## config.mk

```make
export PLATFORM = sky130hd
export DESIGN_NAME = mac_defer_retry
export DESIGN_NICKNAME = d
export VERILOG_FILES = /design/src/rtl/dfr_pkg.sv /design/src/rtl/dfr_defer_timer.sv /design/src/rtl/dfr_backoff.sv /design/src/rtl/dfr_head_store.sv /design/src/rtl/mac_defer_retry.sv
export SDC_FILE = /design/constraint.sdc
export NUM_CORES = 1
export LEC_CHECK = 0
export ABC_AREA = 1
export CORE_ASPECT_RATIO = 0.8
export CORE_MARGIN = 8
export CORE_UTILIZATION = 58
export CTS_BUF_LIST = sky130_fd_sc_hd__clkbuf_16
export CTS_CLUSTER_DIAMETER = 200
export DETAILED_ROUTE_END_ITERATION = 10
export DONT_BUFFER_PORTS = 1
export GPL_TIMING_DRIVEN = 0
export HOLD_SLACK_MARGIN = 0.1
export PLACE_DENSITY_LB_ADDON = 0.25
export SYNTH_ARGS = -nofsm -noshare
export SYNTH_HDL_FRONTEND = slang
export SYNTH_HIERARCHICAL = 1
export SYNTH_SLANG_ARGS = --single-unit
```

## constraint.sdc

```tcl
create_clock -name clk -period 2.5 [get_ports clk]
set_clock_uncertainty 0.15 [all_clocks]
set_input_delay 0.125 -clock clk [delete_from_list [all_inputs] [get_ports clk]]
set_output_delay 0.125 -clock clk [all_outputs]
set_load 0.01 [all_outputs]
```

## src/rtl/dfr_pkg.sv

```systemverilog
// Package: shared state types for the deferral/retry controller.
// Assumes: nothing beyond IEEE 1800-2017 enums.
package dfr_pkg;

    // Main controller states.
    typedef enum logic [2:0] {
        ST_IDLE,
        ST_DEFER,
        ST_TX,
        ST_JAM,
        ST_BACKOFF
    } tx_state_e;

    // Deferral timer phases.
    typedef enum logic [1:0] {
        DP_OFF,
        DP_QUIET,
        DP_GAP
    } defer_phase_e;

endpackage

```

## src/rtl/dfr_defer_timer.sv

```systemverilog
// Module: two-stage interframe deferral timer.
// After arm, counts QUIET_TICKS ticks of continuous carrier absence (carrier
// restarts the count), then GAP_TICKS further ticks ignoring carrier, and
// raises fire combinationally on the last tick of the gap.
// Assumes: arm is a single-cycle request; QUIET_TICKS and GAP_TICKS >= 1.
module dfr_defer_timer
    import dfr_pkg::*;
#(
    parameter int QUIET_TICKS = 60,
    parameter int GAP_TICKS   = 36
) (
    input  logic clk,
    input  logic rst_n,
    input  logic tick,
    input  logic crs,
    input  logic arm,
    output logic fire,
    output logic in_gap
);
    localparam int MAXT = (QUIET_TICKS > GAP_TICKS) ? QUIET_TICKS : GAP_TICKS;
    localparam int CW   = $clog2(MAXT + 1);

    defer_phase_e    phase;
    logic [CW-1:0]   cnt;

    assign fire   = (phase == DP_GAP) && tick && (cnt == CW'(GAP_TICKS - 1));
    assign in_gap = (phase == DP_GAP);

    // Phase and count sequencing for the two deferral stages.
    always_ff @(posedge clk) begin
        if (!rst_n) begin
            phase <= DP_OFF;
            cnt   <= '0;
        end else if (arm) begin
            phase <= DP_QUIET;
            cnt   <= '0;
        end else begin
            case (phase)
                DP_QUIET: begin
                    if (crs) begin
                        cnt <= '0;
                    end else if (tick) begin
                        if (cnt == CW'(QUIET_TICKS - 1)) begin
                            phase <= DP_GAP;
                            cnt   <= '0;
                        end else begin
                            cnt <= cnt + 1'b1;
                        end
                    end
                end
                DP_GAP: begin
                    if (tick) begin
                        if (cnt == CW'(GAP_TICKS - 1)) begin
                            phase <= DP_OFF;
                            cnt   <= '0;
                        end else begin
                            cnt <= cnt + 1'b1;
                        end
                    end
                end
                default: begin
                    phase <= DP_OFF;
                    cnt   <= '0;
                end
            endcase
        end
    end
endmodule

```

## src/rtl/dfr_backoff.sv

```systemverilog
// Module: truncated binary exponential backoff delay.
// On load, picks k = LFSR & (2^min(n,CAP)-1) slots and counts k*SLOT_TICKS
// ticks; expire is high for one cycle once the slot count is exhausted.
// Assumes: SLOT_TICKS >= 2, CAP <= 16, SEED nonzero.
module dfr_backoff #(
    parameter int          SLOT_TICKS = 512,
    parameter int          CAP        = 10,
    parameter int          NCOL_W     = 5,
    parameter logic [15:0] SEED       = 16'hACE1
) (
    input  logic              clk,
    input  logic              rst_n,
    input  logic              tick,
    input  logic              load,
    input  logic [NCOL_W-1:0] coll_n,
    output logic              expire
);
    localparam int SC_W = $clog2(SLOT_TICKS);

    logic [15:0]     lfsr;
    logic [CAP-1:0]  mask;
    logic [CAP-1:0]  slots;
    logic [SC_W-1:0] sc;
    logic            active;

    // Free-running maximal-length LFSR as the random source.
    always_ff @(posedge clk) begin
        if (!rst_n) begin
            lfsr <= SEED;
        end else begin
            lfsr <= {lfsr[14:0], lfsr[15] ^ lfsr[13] ^ lfsr[12] ^ lfsr[10]};
        end
    end

    // Range mask: bit i set while i is below the collision count (caps at CAP).
    always_comb begin
        for (int i = 0; i < CAP; i++) begin
            mask[i] = (i < int'(coll_n));
        end
    end

    assign expire = active && (slots == '0);

    // Slot countdown.
    always_ff @(posedge clk) begin
        if (!rst_n) begin
            active <= 1'b0;
            slots  <= '0;
            sc     <= '0;
        end else if (load) begin
            active <= 1'b1;
            slots  <= lfsr[CAP-1:0] & mask;
            sc     <= '0;
        end else if (active) begin
            if (slots == '0) begin
                active <= 1'b0;
            end else if (tick) begin
                if (sc == SC_W'(SLOT_TICKS - 1)) begin
                    sc    <= '0;
                    slots <= slots - 1'b1;
                end else begin
                    sc <= sc + 1'b1;
                end
            end
        end
    end
endmodule

```

## src/rtl/dfr_head_store.sv

```systemverilog
// Module: replay store for the leading bytes of a frame.
// Captures up to DEPTH bytes while cap_en is high, then holds them for
// replay on retries; clr empties it for a new frame. Read is combinational.
// Assumes: DEPTH is a power of two.
module dfr_head_store #(
    parameter int DEPTH = 8,
    parameter int IDX_W = $clog2(DEPTH),
    parameter int CNT_W = $clog2(DEPTH + 1)
) (
    input  logic             clk,
    input  logic             rst_n,
    input  logic             clr,
    input  logic             cap_en,
    input  logic             wr_vld,
    input  logic [7:0]       wr_data,
    input  logic [IDX_W-1:0] rd_idx,
    output logic [7:0]       rd_data,
    output logic [CNT_W-1:0] fill
);
    logic [7:0] mem [DEPTH];
    logic       wr_ok;

    assign wr_ok   = cap_en && wr_vld && (fill < CNT_W'(DEPTH));
    assign rd_data = mem[rd_idx];

    // Fill level tracking.
    always_ff @(posedge clk) begin
        if (!rst_n) begin
            fill <= '0;
        end else if (clr) begin
            fill <= '0;
        end else if (wr_ok) begin
            fill <= fill + 1'b1;
        end
    end

    // Byte storage (no reset needed; fill qualifies contents).
    always_ff @(posedge clk) begin
        if (wr_ok) begin
            mem[fill[IDX_W-1:0]] <= wr_data;
        end
    end
endmodule

```

## src/rtl/mac_defer_retry.sv

```systemverilog
// Module: top of the half-duplex deferral and collision retry controller.
// Sequences idle -> deferral -> transmit, and on collision -> jam -> backoff
// -> deferral, or drops the frame when the retry limit is passed.
// Assumes: the formatter holds tx_last for one cycle at frame end and keeps
// at least nine bytes in the first buffer; bit_tick is one cycle wide.
module mac_defer_retry
    import dfr_pkg::*;
#(
    parameter int          IFG1_TICKS  = 60,
    parameter int          IFG2_TICKS  = 36,
    parameter int          JAM_TICKS   = 32,
    parameter int          SLOT_TICKS  = 512,
    parameter int          BACKOFF_CAP = 10,
    parameter int          RETRY_W     = 4,
    parameter int          HEAD_BYTES  = 8,
    parameter logic [15:0] LFSR_SEED   = 16'hACE1
) (
    input  logic                            clk,
    input  logic                            rst_n,
    input  logic                            bit_tick,
    input  logic                            frame_pending,
    input  logic                            crs,
    input  logic                            col,
    input  logic                            tx_last,
    input  logic [RETRY_W-1:0]              retry_limit,
    input  logic                            tx_byte_vld,
    input  logic [7:0]                      tx_byte,
    input  logic [$clog2(HEAD_BYTES)-1:0]   rp_idx,
    output logic                            tx_start,
    output logic                            tx_en,
    output logic                            jam_on,
    output logic                            tx_abort,
    output logic                            rewind,
    output logic                            done,
    output logic                            retry_fail,
    output logic [7:0]                      rp_data,
    output logic [$clog2(HEAD_BYTES+1)-1:0] rp_cnt
);
    localparam int NCOL_W = RETRY_W + 1;
    localparam int JAM_W  = $clog2(JAM_TICKS);
    localparam int IDX_W  = $clog2(HEAD_BYTES);
    localparam int CNT_W  = $clog2(HEAD_BYTES + 1);

    tx_state_e         state;
    logic [NCOL_W-1:0] ncol;
    logic [NCOL_W-1:0] ncol_nx;
    logic [JAM_W-1:0]  jcnt;
    logic              accept;
    logic              jam_end;
    logic              give_up;
    logic              arm;
    logic              defer_fire;
    logic              dfr_in_gap;
    logic              bo_load;
    logic              bo_expire;
    logic              cap_en;

    assign accept  = (state == ST_IDLE) && frame_pending;
    assign jam_end = (state == ST_JAM) && bit_tick && (jcnt == JAM_W'(JAM_TICKS - 1));
    assign ncol_nx = ncol + 1'b1;
    assign give_up = ncol_nx > {1'b0, retry_limit};
    assign bo_load = jam_end && !give_up;
    assign arm     = accept || ((state == ST_BACKOFF) && bo_expire);
    assign cap_en  = (state == ST_TX) && (ncol == '0);
    assign tx_en   = (state == ST_TX) || (state == ST_JAM);
    assign jam_on  = (state == ST_JAM);

    dfr_defer_timer #(
        .QUIET_TICKS (IFG1_TICKS),
        .GAP_TICKS   (IFG2_TICKS)
    ) defer_i (
        .clk    (clk),
        .rst_n  (rst_n),
        .tick   (bit_tick),
        .crs    (crs),
        .arm    (arm),
        .fire   (defer_fire),
        .in_gap (dfr_in_gap)
    );

    dfr_backoff #(
        .SLOT_TICKS (SLOT_TICKS),
        .CAP        (BACKOFF_CAP),
        .NCOL_W     (NCOL_W),
        .SEED       (LFSR_SEED)
    ) backoff_i (
        .clk    (clk),
        .rst_n  (rst_n),
        .tick   (bit_tick),
        .load   (bo_load),
        .coll_n (ncol_nx),
        .expire (bo_expire)
    );

    dfr_head_store #(
        .DEPTH (HEAD_BYTES),
        .IDX_W (IDX_W),
        .CNT_W (CNT_W)
    ) head_i (
        .clk     (clk),
        .rst_n   (rst_n),
        .clr     (accept),
        .cap_en  (cap_en),
        .wr_vld  (tx_byte_vld),
        .wr_data (tx_byte),
        .rd_idx  (rp_idx),
        .rd_data (rp_data),
        .fill    (rp_cnt)
    );

    // Controller state machine with registered one-cycle pulses.
    always_ff @(posedge clk) begin
        if (!rst_n) begin
            state      <= ST_IDLE;
            ncol       <= '0;
            jcnt       <= '0;
            tx_start   <= 1'b0;
            tx_abort   <= 1'b0;
            rewind     <= 1'b0;
            done       <= 1'b0;
            retry_fail <= 1'b0;
        end else begin
            tx_start <= 1'b0;
            tx_abort <= 1'b0;
            rewind   <= 1'b0;
            done     <= 1'b0;
            case (state)
                ST_IDLE: begin
                    if (frame_pending) begin
                        state      <= ST_DEFER;
                        ncol       <= '0;
                        retry_fail <= 1'b0;
                    end
                end
                ST_DEFER: begin
                    if (defer_fire) begin
                        state    <= ST_TX;
                        tx_start <= 1'b1;
                    end
                end
                ST_TX: begin
                    if (col) begin
                        state    <= ST_JAM;
                        jcnt     <= '0;
                        tx_abort <= 1'b1;
                    end else if (tx_last) begin
                        state <= ST_IDLE;
                        done  <= 1'b1;
                    end
                end
                ST_JAM: begin
                    if (jam_end) begin
                        ncol <= ncol_nx;
                        if (give_up) begin
                            state      <= ST_IDLE;
                            done       <= 1'b1;
                            retry_fail <= 1'b1;
                        end else begin
                            state  <= ST_BACKOFF;
                            rewind <= 1'b1;
                        end
                    end else if (bit_tick) begin
                        jcnt <= jcnt + 1'b1;
                    end
                end
                ST_BACKOFF: begin
                    if (bo_expire) begin
                        state <= ST_DEFER;
                    end
                end
                default: state <= ST_IDLE;
            endcase
        end
    end
endmodule

```

==> out/summary.txt <==
================================================================================
Outcome ........................................................... finished clean
Delay of the slowest cell on the worst path .......................      0.30 ns
Final period util .................................................        98.5%
Io pins ...........................................................           42
TritonCTS clock tree ..............................................        built
Seq cells post-synth ..............................................          130
Detailed-routed wire length on met3 ...............................       954 um
Post-synth top area share .........................................        29.4%
Amount of wire on met2 after detailed routing .....................      7810 um
Core utilization of the finished layout ...........................        72.7%
Final-report hold violation count .................................            0
Die area .......................................................... 0.0149 sq mm
Final-report setup violation count ................................            0
Number of clock buffers inserted by TritonCTS .....................           17
Vias in the first global route ....................................         5335
Non-filler instance count after layout ............................         1034
Clock tree buffer depth ...........................................            2
Instance count of the mapped netlist ..............................          823
Synth area leader ................................................. sky130_fd_sc_hd__edfxtp_1
Crit path arrival time ............................................      2.60 ns
Clock power share .................................................        44.8%
Max-capacitance violation count ...................................            0
DRC errors left ...................................................            0
Slew at the pin closest to its max-slew limit .....................     0.565 ns
Total internal power ..............................................    0.00409 W
Worst-case headroom to the max-slew limit .........................        62.2%
Number of nets with antenna violations after detailed routing .....            0
PortBufs ..........................................................            0
Diode count .......................................................            0
Worst hold slack ..................................................     0.181 ns
Cell area after placement ......................................... 0.00671 sq mm
Area Growth Syn to Fin ............................................        21.8%
Routability congestion estimate from global placement .............        0.892
Total of fill cells in the finished design ........................          751
Floorplan core area ............................................... 0.0109 sq mm
Layout cells sized above 1 ........................................        17.1%
Cell at the slowest stage of the critical path .................... sky130_fd_sc_hd__dfxtp_1
Dominant cells by area after synthesis ............................ sky130_fd_sc_hd__edfxtp_1, sky130_fd_sc_hd__dfxtp_1, sky130_fd_sc_hd__nand2_1
Grt ovf ...........................................................            0
Power density over the cells ......................................  697 mW/mm^2
Capturing element type of the critical path .......................     register
Detailed-route vias per instance ..................................         5.34
Design Area, Final ................................................ 0.00795 sq mm
Maximum number of pins on one net before global-route repair ......           17
Fraction of registers with async set or reset after synthesis .....           0%
Yosys warns .......................................................            6
Die Wd ............................................................       135 um
Crit path required time ...........................................      2.64 ns
Met1 Wirelength ...................................................      6370 um
Clock root buffer ................................................. sky130_fd_sc_hd__clkbuf_16
Detailed-route via count ..........................................         5518
DRT Wirelength ....................................................     15600 um
Proportion of power drawn by flip-flops and latches ...............        42.5%
Per-cell routed wire length .......................................      15.1 um
Final count of pins violating max slew ............................            0
Number of nets in the layout ......................................          915
Net switching power figure ........................................    0.00145 W
Sequential element share of the synthesized area ..................        49.7%
Shortest clock period the worst path allows after layout ..........      2.46 ns
Summed instance area of the synthesized netlist ................... 0.00653 sq mm
Overall track demand over capacity in global routing ..............        20.4%
Critical path cell sequence ....................................... inv_1 -> ha_2 -> nand2_2 -> nor2_4 -> nand2_1 -> nor4_4 -> inv_1 -> nand3_1 -> o21ai_0 -> nor2_1 -> nand3_1 -> o21ai_1 -> nor2_1
Total Neg Setup Slack .............................................         0 ns
Crit path max fanout ..............................................            5
Leakage ...........................................................      3.64 nW
Y dimension of the die ............................................       111 um
Maximum level of the CTS H-tree ...................................            4
Worst VDD drop ....................................................     0.634 mV
Clock sink count ..................................................          130
EDFF count, synth .................................................           64
Logic gate share of total power ...................................        12.7%
Global-route wire length before repair ............................     24500 um
Mapped Nets .......................................................          861
Kind of start point of the critical path ..........................     register
Number of distinct library cells after synthesis ..................           38
Highest routed metal layer ........................................         met4
Number of antenna violations at the first check in global routing .            0
Starting utilization of the core area .............................        59.7%
Cell Count Post-Placement .........................................          967
Most common flop cell mapped by yosys ............................. sky130_fd_sc_hd__dfxtp_1
Class of the most critical setup path .............................      reg2reg
Length of the first detailed-routing pass in iterations ...........            5
RSZ-0062 raised after global routing ..............................         true
Switching fraction of total power .................................        26.1%
Per-instance average area after synthesis .........................   7.93 sq um
Clock-pin slew on the worst setup and hold paths ..................      0.06 ns
FP Rows ...........................................................           34
Clock latency reported for the late side of the worst-skew pair ...      0.42 ns
HPWL after DPL ....................................................      9660 um
Worst min-delay path category .....................................       in2reg
Detailed router's first-iteration violation count .................          466
Maximum clock frequency ...........................................      406 MHz
================================================================================
-- repair_timing --
action                                  in CTS  in global routing
hold buffers                                17                  0
hold endpoints to repair                   121                  0
setup buffers                               12                  5
cloned                                       0                  1
pin swaps                                    7                 12
endpoints found under the setup margin      83                 88
gates resized for setup                     27                 34
-- area by class of cell --
type                    instances  area (sq um)  area share, %
multi-input cells             523          2760           34.7
clock inverters                15           166           2.09
well taps                     144           180           2.27
plain buffers                  16           146           1.84
inverters                     154           598           7.53
repair buffers                 35           418           5.26
flip-flops and latches        130          3260           41.0
clock buffers                  17           425           5.35
-- cell usage in the layout (no fill, tap or decap), drive strengths merged, types with 9 or more instances in the layout --
master       count
nand3           75
dfxtp           66
inv            157
buf             32
clkbuf          19
ha              15
xor2            12
dlygate4sd3     17
a21oi           33
edfxtp          64
nor2            89
or2              9
o21ai           20
nand2          252
-- stage by stage --
stage	total power, W	setup slack [ns]
after CTS	0.00552	0.0108
final	0.00554	0.0379
after global routing	0.00574	-0.102
after detailed placement	0.00297	-0.527
after floorplan	0.00285	0.0105
after global placement	0.00295	-0.438
-- path summary, 6_finish.rpt --
path / start / slack, ns / end / depth (start not counted)
hold / removal: retry_limit[0] / 0.18 / done / 6
hold reg to reg: backoff_i/lfsr[14] / 0.26 / backoff_i/lfsr[15] / 1
setup reg to reg: backoff_i/slots[0] / 0.04 / state[1] / 13
setup / recovery: backoff_i/slots[0] / 0.04 / state[1] / 13
-- cells by family after synthesis --
| logic type | after synthesis | synth area share (%) |
|---|---|---|
| simple gates | 438 | 29.5 |
| buf+inv | 170 | 11.1 |
| flops | 130 | 49.7 |
| compound gates | 55 | 4.81 |
| fa+ha+maj | 15 | 2.88 |
| xor+xnor | 14 | 1.88 |
| mux | 1 | 0.153 |
-- cells in the mapped netlist (all sizes together) (7+ instances only) --
library cell / instances
a21oi: 33
buf: 16
dfxtp: 66
edfxtp: 64
ha: 15
inv: 154
nand2: 252
nand3: 75
nand4: 7
nor2: 89
o21ai: 20
or2: 9
xor2: 12
-- power groups by stage --
| stage | clock network [W] | registers [W] | logic, W |
|---|---|---|---|
| finish | 0.00248 | 0.00235 | 0.000706 |
| global route | 0.00261 | 0.00236 | 0.000772 |
| CTS | 0.00250 | 0.00235 | 0.000666 |
| detailed placement | 0 | 0.00240 | 0.000575 |
| global placement | 0 | 0.00240 | 0.000553 |
| floorplan | 0 | 0.00239 | 0.000463 |
-- worst max-delay path: cells and delay by family, from the launching register on --
family | cells | cell delay [ns]
AND/OR/NAND/NOR | 8 | 1.13
AO/OA/AOI/OAI | 2 | 0.31
adder cells (fa/ha/maj) | 1 | 0.22
buffers and inverters | 2 | 0.22
flip-flops | 1 | 0.30
-- flip-flops by register name (all words and copies together) (netlist names), 2 cells and up --
register         count
backoff_i/slots     10
backoff_i/sc         9
jcnt                 5
defer_i/phase        2
head_i/fill          4
backoff_i/lfsr      16
ncol                 5
state                3
head_i/mem          64
defer_i/cnt          6
-- layer usage --
layer,vias up,track usage [%]
met2,209,34.4
met3,44,5.57
li1,2677,-
met4,0,8.22
met1,2588,23.9
met5,-,0
Note: power is estimated with default switching activity, not from simulation.
